**src/rtl/oag_pkg.sv**
```systemverilog
// Shared types for the operand address generator.
// Assumes mode codes are fixed by the instruction decoder that feeds the block.
package oag_pkg;

    typedef enum logic [2:0] {
        AM_LIT   = 3'd0,
        AM_ABS   = 3'd1,
        AM_MIND  = 3'd2,
        AM_REG   = 3'd3,
        AM_RPTR  = 3'd4,
        AM_BOFS  = 3'd5,
        AM_BIDX  = 3'd6,
        AM_STK   = 3'd7
    } am_mode_e;

    typedef enum logic [1:0] {
        SQ_IDLE = 2'd0,
        SQ_REQ  = 2'd1,
        SQ_RESP = 2'd2
    } sq_state_e;

    // Number of memory reads each mode needs before the operand is known.
    function automatic logic [1:0] reads_needed(input am_mode_e m);
        case (m)
            AM_LIT, AM_REG, AM_STK: reads_needed = 2'd0;
            AM_MIND:                reads_needed = 2'd2;
            default:                reads_needed = 2'd1;
        endcase
    endfunction

endpackage

```
**src/rtl/oag_reg_sel.sv**
```systemverilog
// Register selector: slices the operand field into the two register numbers.
// Assumes the register file reads combinationally within the start cycle.
module oag_reg_sel #(
    parameter int W      = 16,
    parameter int RIDX_W = 3
) (
    input  logic [W-1:0]      field_i,
    output logic [RIDX_W-1:0] sel_a_o,
    output logic [RIDX_W-1:0] sel_b_o
);
    localparam int B_LSB = RIDX_W;
    localparam int B_MSB = 2 * RIDX_W - 1;

    // Base (or sole) register sits in the low bits, the index register just above.
    always_comb begin
        sel_a_o = field_i[RIDX_W-1:0];
        sel_b_o = field_i[B_MSB:B_LSB];
    end
endmodule

```
**src/rtl/oag_addr_calc.sv**
```systemverilog
// Address calculator: forms the first memory address, or the operand
// directly for zero-read modes, and reports how many reads the mode needs.
// Purely combinational; assumes its inputs are only sampled on a start edge.
module oag_addr_calc
    import oag_pkg::*;
#(
    parameter int W      = 16,
    parameter int DISP_W = 8
) (
    input  am_mode_e     mode_i,
    input  logic [W-1:0] field_i,
    input  logic [W-1:0] rf_a_i,
    input  logic [W-1:0] rf_b_i,
    input  logic [W-1:0] tos_i,
    output logic [W-1:0] first_addr_o,
    output logic [W-1:0] direct_val_o,
    output logic [1:0]   n_reads_o
);
    localparam int DISP_LSB = W - DISP_W;
    localparam int EXT_W    = W - DISP_W;

    logic [DISP_W-1:0] disp;
    logic [W-1:0]      disp_sx;

    // Sign-extend the offset carried in the top bits of the field.
    always_comb begin
        disp    = field_i[W-1:DISP_LSB];
        disp_sx = {{EXT_W{disp[DISP_W-1]}}, disp};
    end

    // Per-mode address or immediate operand selection; sums wrap at W bits.
    always_comb begin
        first_addr_o = '0;
        direct_val_o = '0;
        n_reads_o    = reads_needed(mode_i);
        case (mode_i)
            AM_LIT:  direct_val_o = field_i;
            AM_ABS:  first_addr_o = field_i;
            AM_MIND: first_addr_o = field_i;
            AM_REG:  direct_val_o = rf_a_i;
            AM_RPTR: first_addr_o = rf_a_i;
            AM_BOFS: first_addr_o = rf_a_i + disp_sx;
            AM_BIDX: first_addr_o = rf_a_i + rf_b_i;
            AM_STK:  direct_val_o = tos_i;
            default: first_addr_o = '0;
        endcase
    end
endmodule

```
**src/rtl/oag_seq.sv**
```systemverilog
// Read sequencer: issues zero, one or two chained memory reads and returns
// the operand and final effective address with a one-cycle done pulse.
// Assumes memory data is valid the cycle after the request cycle.
module oag_seq
    import oag_pkg::*;
#(
    parameter int W = 16
) (
    input  logic         clk,
    input  logic         rst_n,
    input  logic         start_i,
    input  logic [1:0]   n_reads_i,
    input  logic [W-1:0] first_addr_i,
    input  logic [W-1:0] direct_val_i,
    input  logic [W-1:0] mem_rdata_i,
    output logic         mem_req_o,
    output logic [W-1:0] mem_addr_o,
    output logic         done_o,
    output logic [W-1:0] operand_o,
    output logic [W-1:0] ea_o,
    output logic         busy_o
);
    sq_state_e    state_q;
    logic         chain_q;
    logic         req_q;
    logic [W-1:0] addr_q;
    logic         done_q;
    logic [W-1:0] opnd_q;
    logic [W-1:0] ea_q;

    // State machine and result registers.
    always_ff @(posedge clk) begin
        if (!rst_n) begin
            state_q <= SQ_IDLE;
            chain_q <= 1'b0;
            req_q   <= 1'b0;
            addr_q  <= '0;
            done_q  <= 1'b0;
            opnd_q  <= '0;
            ea_q    <= '0;
        end else begin
            done_q <= 1'b0;
            req_q  <= 1'b0;
            case (state_q)
                SQ_IDLE: begin
                    if (start_i) begin
                        if (n_reads_i == 2'd0) begin
                            done_q <= 1'b1;
                            opnd_q <= direct_val_i;
                            ea_q   <= '0;
                        end else begin
                            req_q   <= 1'b1;
                            addr_q  <= first_addr_i;
                            chain_q <= (n_reads_i == 2'd2);
                            state_q <= SQ_REQ;
                        end
                    end
                end
                SQ_REQ: begin
                    state_q <= SQ_RESP;
                end
                SQ_RESP: begin
                    if (chain_q) begin
                        chain_q <= 1'b0;
                        req_q   <= 1'b1;
                        addr_q  <= mem_rdata_i;
                        state_q <= SQ_REQ;
                    end else begin
                        done_q  <= 1'b1;
                        opnd_q  <= mem_rdata_i;
                        ea_q    <= addr_q;
                        state_q <= SQ_IDLE;
                    end
                end
                default: state_q <= SQ_IDLE;
            endcase
        end
    end

    // Drive outputs straight from registers.
    always_comb begin
        mem_req_o  = req_q;
        mem_addr_o = addr_q;
        done_o     = done_q;
        operand_o  = opnd_q;
        ea_o       = ea_q;
        busy_o     = (state_q != SQ_IDLE);
    end
endmodule

```
**src/rtl/opnd_addr_gen.sv**
```systemverilog
// Operand address generator top: register selection, address calculation
// and the read sequencer. Assumes mode, field, register and stack-top inputs
// are valid in the cycle start_i is high while idle.
module opnd_addr_gen
    import oag_pkg::*;
#(
    parameter int W      = 16,
    parameter int RIDX_W = 3,
    parameter int DISP_W = 8
) (
    input  logic              clk,
    input  logic              rst_n,
    input  logic              start_i,
    input  logic [2:0]        mode_i,
    input  logic [W-1:0]      field_i,
    output logic [RIDX_W-1:0] rf_raddr_a_o,
    input  logic [W-1:0]      rf_rdata_a_i,
    output logic [RIDX_W-1:0] rf_raddr_b_o,
    input  logic [W-1:0]      rf_rdata_b_i,
    input  logic [W-1:0]      tos_i,
    output logic              mem_req_o,
    output logic [W-1:0]      mem_addr_o,
    input  logic [W-1:0]      mem_rdata_i,
    output logic              done_o,
    output logic [W-1:0]      operand_o,
    output logic [W-1:0]      ea_o,
    output logic              busy_o
);
    am_mode_e     mode;
    logic [W-1:0] first_addr;
    logic [W-1:0] direct_val;
    logic [1:0]   n_reads;

    // Cast the raw mode code to the shared enum.
    always_comb mode = am_mode_e'(mode_i);

    oag_reg_sel #(.W(W), .RIDX_W(RIDX_W)) u_sel (
        .field_i (field_i),
        .sel_a_o (rf_raddr_a_o),
        .sel_b_o (rf_raddr_b_o)
    );

    oag_addr_calc #(.W(W), .DISP_W(DISP_W)) u_calc (
        .mode_i       (mode),
        .field_i      (field_i),
        .rf_a_i       (rf_rdata_a_i),
        .rf_b_i       (rf_rdata_b_i),
        .tos_i        (tos_i),
        .first_addr_o (first_addr),
        .direct_val_o (direct_val),
        .n_reads_o    (n_reads)
    );

    oag_seq #(.W(W)) u_seq (
        .clk          (clk),
        .rst_n        (rst_n),
        .start_i      (start_i),
        .n_reads_i    (n_reads),
        .first_addr_i (first_addr),
        .direct_val_i (direct_val),
        .mem_rdata_i  (mem_rdata_i),
        .mem_req_o    (mem_req_o),
        .mem_addr_o   (mem_addr_o),
        .done_o       (done_o),
        .operand_o    (operand_o),
        .ea_o         (ea_o),
        .busy_o       (busy_o)
    );
endmodule

```
**config.mk**
```make
export PLATFORM = sky130hd
export DESIGN_NAME = opnd_addr_gen
export DESIGN_NICKNAME = d
export VERILOG_FILES = /design/src/rtl/oag_pkg.sv /design/src/rtl/oag_reg_sel.sv /design/src/rtl/oag_addr_calc.sv /design/src/rtl/oag_seq.sv /design/src/rtl/opnd_addr_gen.sv
export SDC_FILE = /design/constraint.sdc
export NUM_CORES = 1
export LEC_CHECK = 0
export ABC_CLOCK_PERIOD_IN_PS = 7100
export BUFFER_PORTS_ARGS = -buffer_cell sky130_fd_sc_hd__buf_2
export CAP_MARGIN = 0
export CORE_MARGIN = 2
export CORE_UTILIZATION = 56
export CTS_BUF_LIST = sky130_fd_sc_hd__clkbuf_8
export CTS_CLUSTER_DIAMETER = 30
export DETAILED_ROUTE_END_ITERATION = 16
export PLACE_DENSITY = 0.88
export SLEW_MARGIN = 20
export SYNTH_ARGS = -nofsm -noshare
export SYNTH_HDL_FRONTEND = slang
export SYNTH_HIERARCHICAL = 1
export SYNTH_SLANG_ARGS = --single-unit
```
**constraint.sdc**
```tcl
create_clock -name clk -period 7.1 [get_ports clk]
set_input_delay 1.775 -clock clk [delete_from_list [all_inputs] [get_ports clk]]
set_output_delay 1.775 -clock clk [all_outputs]
set_load 0.01 [all_outputs]
```
==> results.md, run 1 <==
- Outcome: completed
- Maxcap violations: 0
- Setup TNS: 0 ns
- Final slew viol count: 0
- Sequential share of power: 0.411
- Slowest cell on crit path: and3b_1
- Total of cells resized after clock tree synthesis: 0
- CTS buffer count: 5
- DR vias: 4,195
- Pwr per Cell Area: 168.0 nW/um2
- Syn nets: about 590
- # rows: 31
- Clock latency on the worst-skew pair: about 0.31 ns
- Async SR Flop Fraction: 0
- Pin count of the biggest net entering global routing: 54
- Pleak: 0.002159 uW
- Mapped Area: 4058 um2
- Dpl hpwl: 9722 um
- First-pass GRT wire length: 18,740 um
- Die Height: 89.12 um
- M1 GR Usage: 0.3801
- Worst-Margin Slew: 1.077 ns
- Detailed Route WL: 12,530 um
- Nets: 700
- CP peak stage delay: 0.60 ns
- Number of remaining DRC errors: 0
- Initial Util: 0.5685
- Worst-path clk slew: 0.10 ns
- TritonCTS Sinks: 53
- 1st-pass router iterations: 6
- Antenna-violating nets left: 0
- Number of port buffers: 142
- Sequential cell area fraction in the yosys report: 0.2615
- Maximum vdd drop: 0.0001521 V
- Met3 GRT Util: 0.04709
- Worst-path cell chain: buf_2, and3b_1, nand2_1, nand2_1, ha_1, a211oi_1, o211ai_1, and3_1, a41oi_1, xor2_1, o21ai_0, nor2b_1, a211oi_1, a21boi_1, o21a_1
- Crit end category: flop
- Post-synth EDFFs: 0
- Clock power frac: 0.213
- Pint: 513.5 uW
- Yosys warns: 6
- Crit path max fanout: 35
- RSZ-0062 raised after global routing: no
- Critical Path Source Type: primary input
- Max clock buf depth: 2
- Met2 GRT Util: 0.5320
- Setup Crit Path Kind: primary input to flop
- Total track usage: 0.3059
- Total power: 802.1 uW
- Initial antenna violation count: 0
- Avg WL per Cell: 18.03 um
- Synth cell types: 54
- Comb pwr share: 0.376
- Clock Skews: 0.005885 ns
- CTS tree: done
- Max-Slew Margin vs Limit: 0.2794
- GRT overflow: 0
- Busiest grt layer: met2
- Synth Flop Type: dfxtp_1
- Switching share of total power: 0.3598
- Clk root buf: clkbuf_8
- Part of the cycle the worst path needs: 0.7228
- Hold Crit Class: flop to flop
- CTS HTree Levels: 2
- Vias in the first global route: about 3,900
- WHS: 0.4955 ns
- Final core occ: 0.6692
- Minimum clock period: between 5 and 6 ns
- #FFs+latches synth: 53
- ANT cells: 0
- CP required: ~7.3 ns
- Crit path arrival time: 5.34 ns
- Setup Buffers After CTS: 0
- Hold Violations, Final: 0
- Syn Inst Count: between 400 and 500
- Synthesized area per cell: about 8.3 um2
- Drt initial violations: 223
- Net Sw Power: 288.6 uW
- Area grow syn2layout: 17.70%
- IO Pins: 143
- # hold bufs at CTS: 0
- Fraction of layout cells with a size suffix above 1: 0.3205
- Gp weighted congestion: 0.9730
- Die ar.: 7942 um2
- Die width: 89.12 um
- F_max: 194.9 MHz
- Avg Vias per Cell: 6.036
- Core ar.: slightly above 7000 um2
- Final setup fails: 0
-- cell type report --
cell class                 instances  area [um2]
fill                             643        2361
sequential                        53        1061
tap                               99       123.9
multi-input combinational        385        2748
timing repair buffer             146       740.7
clock inverter                     3       18.77
inverter                           4       15.01
clock buffer                       5       68.82
-- registers in the layout, indices dropped and copies added, names as in the netlist --
| signal | cells |
|---|---|
| u_seq/mem_req_o | 1 |
| u_seq/ea_o | 16 |
| u_seq/done_o | 1 |
| u_seq/mem_addr_o | 16 |
| u_seq/chain_q | 1 |
| u_seq/operand_o | 16 |
| u_seq/state_q | 2 |
-- per-layer routing --
layer	wire (um)	part of all wire
met1	5305	0.42
met2	6175	0.49
met3	755	0.060
met4	293	0.023
met5	0	0
-- cells in the mapped netlist (2+ instances only) --
library cell,number,share of area
a211oi_1,18,0.033
a21boi_0,10,0.019
a21boi_1,7,0.013
a21o_1,13,0.024
a21oi_1,16,0.020
a221oi_2,16,0.059
a22oi_1,38,0.070
a31oi_1,3,0.0046
and2_1,7,0.011
and3_1,3,0.0046
buf_1,3,0.0028
buf_2,14,0.017
buf_4,8,0.015
buf_6,3,0.0083
clkbuf_1,17,0.016
dfxtp_1,53,0.26
ha_1,18,0.056
inv_1,3,0.0028
mux2i_1,5,0.012
nand2_1,52,0.048
nand3_1,3,0.0037
nand4_1,2,0.0031
nor2_1,26,0.024
nor2b_1,33,0.051
nor3b_1,9,0.017
nor3b_2,10,0.031
o211ai_1,2,0.0037
o21a_1,16,0.030
o21ai_0,37,0.046
o21ai_1,3,0.0037
o21bai_1,2,0.0037
xnor2_1,8,0.017
xor2_1,8,0.017
-- worst max-delay path: cells and delay by family --
| family | cells | cell delay, ns |
|---|---|---|
| buf+inv | 1 | 0.50 |
| compound gates | 7 | 1.36 |
| fa+ha+maj | 1 | 0.26 |
| xor+xnor | 1 | 0.20 |
| simple gates | 5 | 1.25 |
-- cell usage in the layout (no fill, tap or decap), drive strengths merged, types with 13 or more instances in the layout --
| master | n |
|---|---|
| o21ai | 40 |
| a21boi | 17 |
| dfxtp | 53 |
| nor2b | 33 |
| a221oi | 17 |
| a22oi | 38 |
| nor3b | 19 |
| a21o | 13 |
| a211oi | 18 |
| a21oi | 17 |
| buf | 146 |
| nor2 | 27 |
| nand2 | 52 |
| ha | 18 |
| o21a | 16 |
-- path summary, 6_finish.rpt --
path / start / endpoint / slack (ns) / cells past startpoint
worst max-delay path: mode_i[2] / u_seq/mem_addr_o[11]$_SDFFE_PN0P_ / 1.97 / 15
worst min-delay path: u_seq/operand_o[0]$_SDFFE_PN0P_ / u_seq/operand_o[0]$_SDFFE_PN0P_ / 0.50 / 2
worst max register to register: u_seq/state_q[1]$_SDFFE_PN0P_ / u_seq/operand_o[8]$_SDFFE_PN0P_ / 4.75 / 6
worst min register to register: u_seq/operand_o[0]$_SDFFE_PN0P_ / u_seq/operand_o[0]$_SDFFE_PN0P_ / 0.50 / 2
-- power groups by stage --
stage          sequential [uW]  clock [uW]  combinational, uW
2_1_floorplan              344           0                194
3_3_place_gp               335           0                294
3_5_place_dp               336           0                295
4_1_cts                    330         174                297
5_1_grt                    332         183                329
6_report                   330         171                302
-- stage by stage --
step / cell area [um2] / std cells / setup slack [ns]
after floorplan: 4058 / 487 / 2.431
after global placement: 4683 / 687 / 1.800
after detailed placement: 4683 / 687 / 1.710
after CTS: 4771 / 695 / 2.032
after global routing: 4776 / 695 / 1.738
final: 4776 / 695 / 1.968
-- kinds of logic (layout without fill, tap and decap cells) --
kind of cell	after synthesis	after routing	synth area share
AOI/OAI and AO/OA	189	189	0.3491
and+or+nand+nor	156	156	0.2195
DFF	53	53	0.2615
buffers and inverters	49	158	0.06260
adders and majority gates	19	19	0.06044
xor gates and xnor gates	16	16	0.03454
muxes	5	5	0.01233
No activity file was read; power rests on OpenSTA's default activity.
==> run 2: changes to the inputs <==
Settings changed: ABC_AREA set to 1, ABC_CLOCK_PERIOD_IN_PS 7100 to 4950, CORE_UTILIZATION 56 to 53, PLACE_DENSITY 0.88 to 0.83.
Clock period 7.1 ns to 4.95 ns, I/O delays scaled along.
==> results.md, run 2 <==
- Outcome: completed
- Detailed Route WL: 14,090 um (+12%)
- Max clock buf depth: 2 (unchanged)
- Post-route worst setup slack: 0.8309 ns (-1.137 ns)
- Number of remaining DRC errors: 0 (unchanged)
- CTS tree: done
- Drt initial violations: 437 (+96%)
- Minimum clock period: slightly above 4 ns
- CP required: 5.17 ns (-2.14 ns)
- 1st-pass router iterations: 5 (-1)
- Die ar.: 9179 um2 (+16%)
- Hold Violations, Final: 0 (unchanged)
- Crit end category: flop
- Synthesized area per cell: 5.764 um2 (-31%)
- Maximum vdd drop: 0.0001319 V (-13%)
- #FFs+latches synth: 53 (unchanged)
- # hold bufs at CTS: 0 (unchanged)
- Syn nets: 880 (+49%)
- Sequential cell area fraction in the yosys report: 0.2375 (-0.02395)
- Largest cells by area after synthesis: dfxtp_1 24%, nand2_1 20%, nand3_1 11%
- Clock latency on the worst-skew pair: 0.31 ns (about the same)
- CP peak stage delay: 0.65 ns (+0.05 ns)
- Synth Flop Type: dfxtp_1
- Placed cell count: 981 (+43%)
- F_max: 242.8 MHz
- Pwr per Cell Area: 239.1 nW/um2 (+42%)
- Cell accounting for the most synthesized area: dfxtp_1
- Final setup fails: 0 (unchanged)
- Antenna-violating nets left: 0 (unchanged)
- Die width: 95.81 um (+7.5%)
- Cell with the most instances after synthesis: nand2_1
- DR vias: 5,343 (+27%)
- Nets: 988 (+41%)
- Synth top area share: 0.2375 (-0.02395)
- Number of port buffers: 142 (unchanged)
- HP Start: u_seq/ea_o[7]$_SDFFE_PN0P_
- Worst-path clk slew: 0.11 ns (about the same)
- Most frequent cells in the layout: 238 x nand2_1, 142 x buf_2, 119 x inv_1
- Vias in the first global route: 4,731 (+20%)
- Delay-heaviest family, CP: simple AND/OR/NAND/NOR gates
- Most common cell after layout, fill and taps aside: nand2_1
- Total of cells resized after clock tree synthesis: 0 (unchanged)
- Total track usage: 0.3099 (+0.003968)
- GRT overflow: 0 (unchanged)
- Crit path max fanout: 23 (-34%)
- ANT cells: 0 (unchanged)
- Clk root buf: clkbuf_8
- WP buf/inv: 3 (+2)
- Initial Util: 0.5464 (-0.02218)
- Setup TNS: 0 ns (unchanged)
- Dpl hpwl: 10,950 um (+13%)
- Hold Crit Class: flop to flop
- Pre-CTS setup slack: 0.5959 ns (-1.114 ns)
- Fraction of layout cells with a size suffix above 1: 0.1946 (-0.1259)
- Gp weighted congestion: 1.053 (+8.2%)
- Slowest cell on crit path: nand3_1
- Worst-path cell chain: buf_2, nand3_1, nand2_1, o21ai_0, inv_1, ha_1, nand2_1, inv_1, nand2_1, nor3_1, nand2_1, nand2_1, nand2_1, nand3_1, nand2_1, nand2_1, nand2_1, nor2_1, nor2_1
- Clock Skews: 0.009462 ns (+0.003576 ns)
- Worst path most repeated cell: nand2_1
- Avg WL per Cell: 14.24 um (-21%)
- Setup Crit Path Kind: primary input to flop
- Top cells by instance count after synthesis: 238 x nand2_1, 119 x inv_1, 102 x nand3_1
- Core ar.: 8175 um2 (+15%)
- Die Height: 95.81 um (+7.5%)
- Avg Vias per Cell: 5.402 (-10%)
- Mapped Area: 4467 um2 (+10%)
- Pleak: 0.003020 uW (+40%)
- CTS HTree Levels: 2 (unchanged)
- Max-Slew Margin vs Limit: 0.3565 (+0.07711)
- RSZ-0062 raised after global routing: no
- Post-Layout Cell Count: 989 (+42%)
- Worst setup path startpoint: mode_i[2]
- # rows: 33 (+6.5%)
- IO Pins: 143 (unchanged)
- Syn Inst Count: 775 (+59%)
- Reg-to-reg startpoint: u_seq/state_q[0]$_SDFFE_PN0P_
- TritonCTS Sinks: 53 (unchanged)
- Setup Buffers After CTS: 0 (unchanged)
- Maxcap violations: 0 (unchanged)
- First-pass GRT wire length: 22,400 um (+20%)
- Initial antenna violation count: 0 (unchanged)
- CTS buffer count: 5 (unchanged)
- Final slew viol count: 0 (unchanged)
- Synth cell types: 29 (-46%)
- Async SR Flop Fraction: 0 (unchanged)
- Part of the cycle the worst path needs: 0.8321
- Crit path arrival time: 4.34 ns (-1.00 ns)
- Yosys warns: 6 (unchanged)
- Pin count of the biggest net entering global routing: 51 (-5.6%)
- Critical Path Source Type: primary input
- Post-synth EDFFs: 0 (unchanged)
- Worst-Margin Slew: 0.9641 ns (-0.1128 ns)
- Area grow syn2layout: 15.71%
[run 2: changes by cell type in the layout (fill, tap and decap cells not counted), sizes merged, moves of 18 or more]
| cell | before | now |
|---|---|---|
| nor3b | 19 | 0 |
| inv | 5 | 124 |
| o21ai | 40 | 9 |
| nand3 | 3 | 106 |
| a211oi | 18 | 0 |
| a22oi | 38 | 0 |
| a21oi | 17 | 47 |
| nor2 | 27 | 78 |
| nor2b | 33 | 0 |
| nand2 | 52 | 240 |
[run 2: layer usage]
layer	global-route usage	vias up	part of all wire
met1	0.4256	2339	0.42
met3	0.03602	33	0.096
met5	0	-	0
met4	0.1048	0	0.029
li1	-	2675	-
met2	0.5041	296	0.45
[run 2: power breakdown]
group          total [uW]  internal (uW)  leakage [uW]  switching (uW)
clock                 259            103     0.0000423             156
sequential            490            462      0.000433            27.8
combinational         487            177       0.00254             310
[run 2: final timing paths]
| check | end | slack, ns | cells past startpoint |
|---|---|---|---|
| worst max-delay path | u_seq/mem_addr_o[13]$_SDFFE_PN0P_ | 0.83 | 19 |
| worst min-delay path | u_seq/ea_o[7]$_SDFFE_PN0P_ | 0.48 | 2 |
| worst max register to register | u_seq/mem_addr_o[15]$_SDFFE_PN0P_ | 2.30 | 5 |
| worst min register to register | u_seq/ea_o[7]$_SDFFE_PN0P_ | 0.48 | 2 |
[run 2: worst min-delay path, delay by kind of cell, from the launching register on]
kind	cells	cell delay [ns]
flops	1	0.32
compound gates	1	0.06
simple gates	1	0.07
[run 2: kinds of logic (layout without fill, tap and decap cells)]
logic type                 Yosys count  count (layout)  share of synthesized area
buffers and inverters              167             276                     0.1602
DFF                                 53              53                     0.2375
adders and majority gates           19              19                    0.05490
and+or+nand+nor                    454             454                     0.4387
muxes                                1               1                   0.002521
AOI/OAI and AO/OA                   81              81                     0.1062
[run 2: stage by stage]
stage                     hold WS [ns]  area (um2)  power, uW  utilization
after detailed placement        0.4719        5074      974.4       0.6206
after CTS                       0.4866        5169       1230       0.6322
after global placement          0.4705        5074      970.5       0.6206
after global routing            0.5085        5169       1323       0.6322
after floorplan                 0.5007        4467      831.8            -
final                           0.4843        5169       1236       0.6322
[run 2: final cells by class]
| class | instances | area [um2] |
|---|---|---|
| clock buffer | 5 | 68.82 |
| clock inverter | 3 | 26.28 |
| fill | 841 | 3007 |
| inverter | 124 | 465.4 |
| multi-input combinational | 555 | 2690 |
| sequential | 53 | 1061 |
| tap | 105 | 131.4 |
| timing repair buffer | 144 | 725.7 |
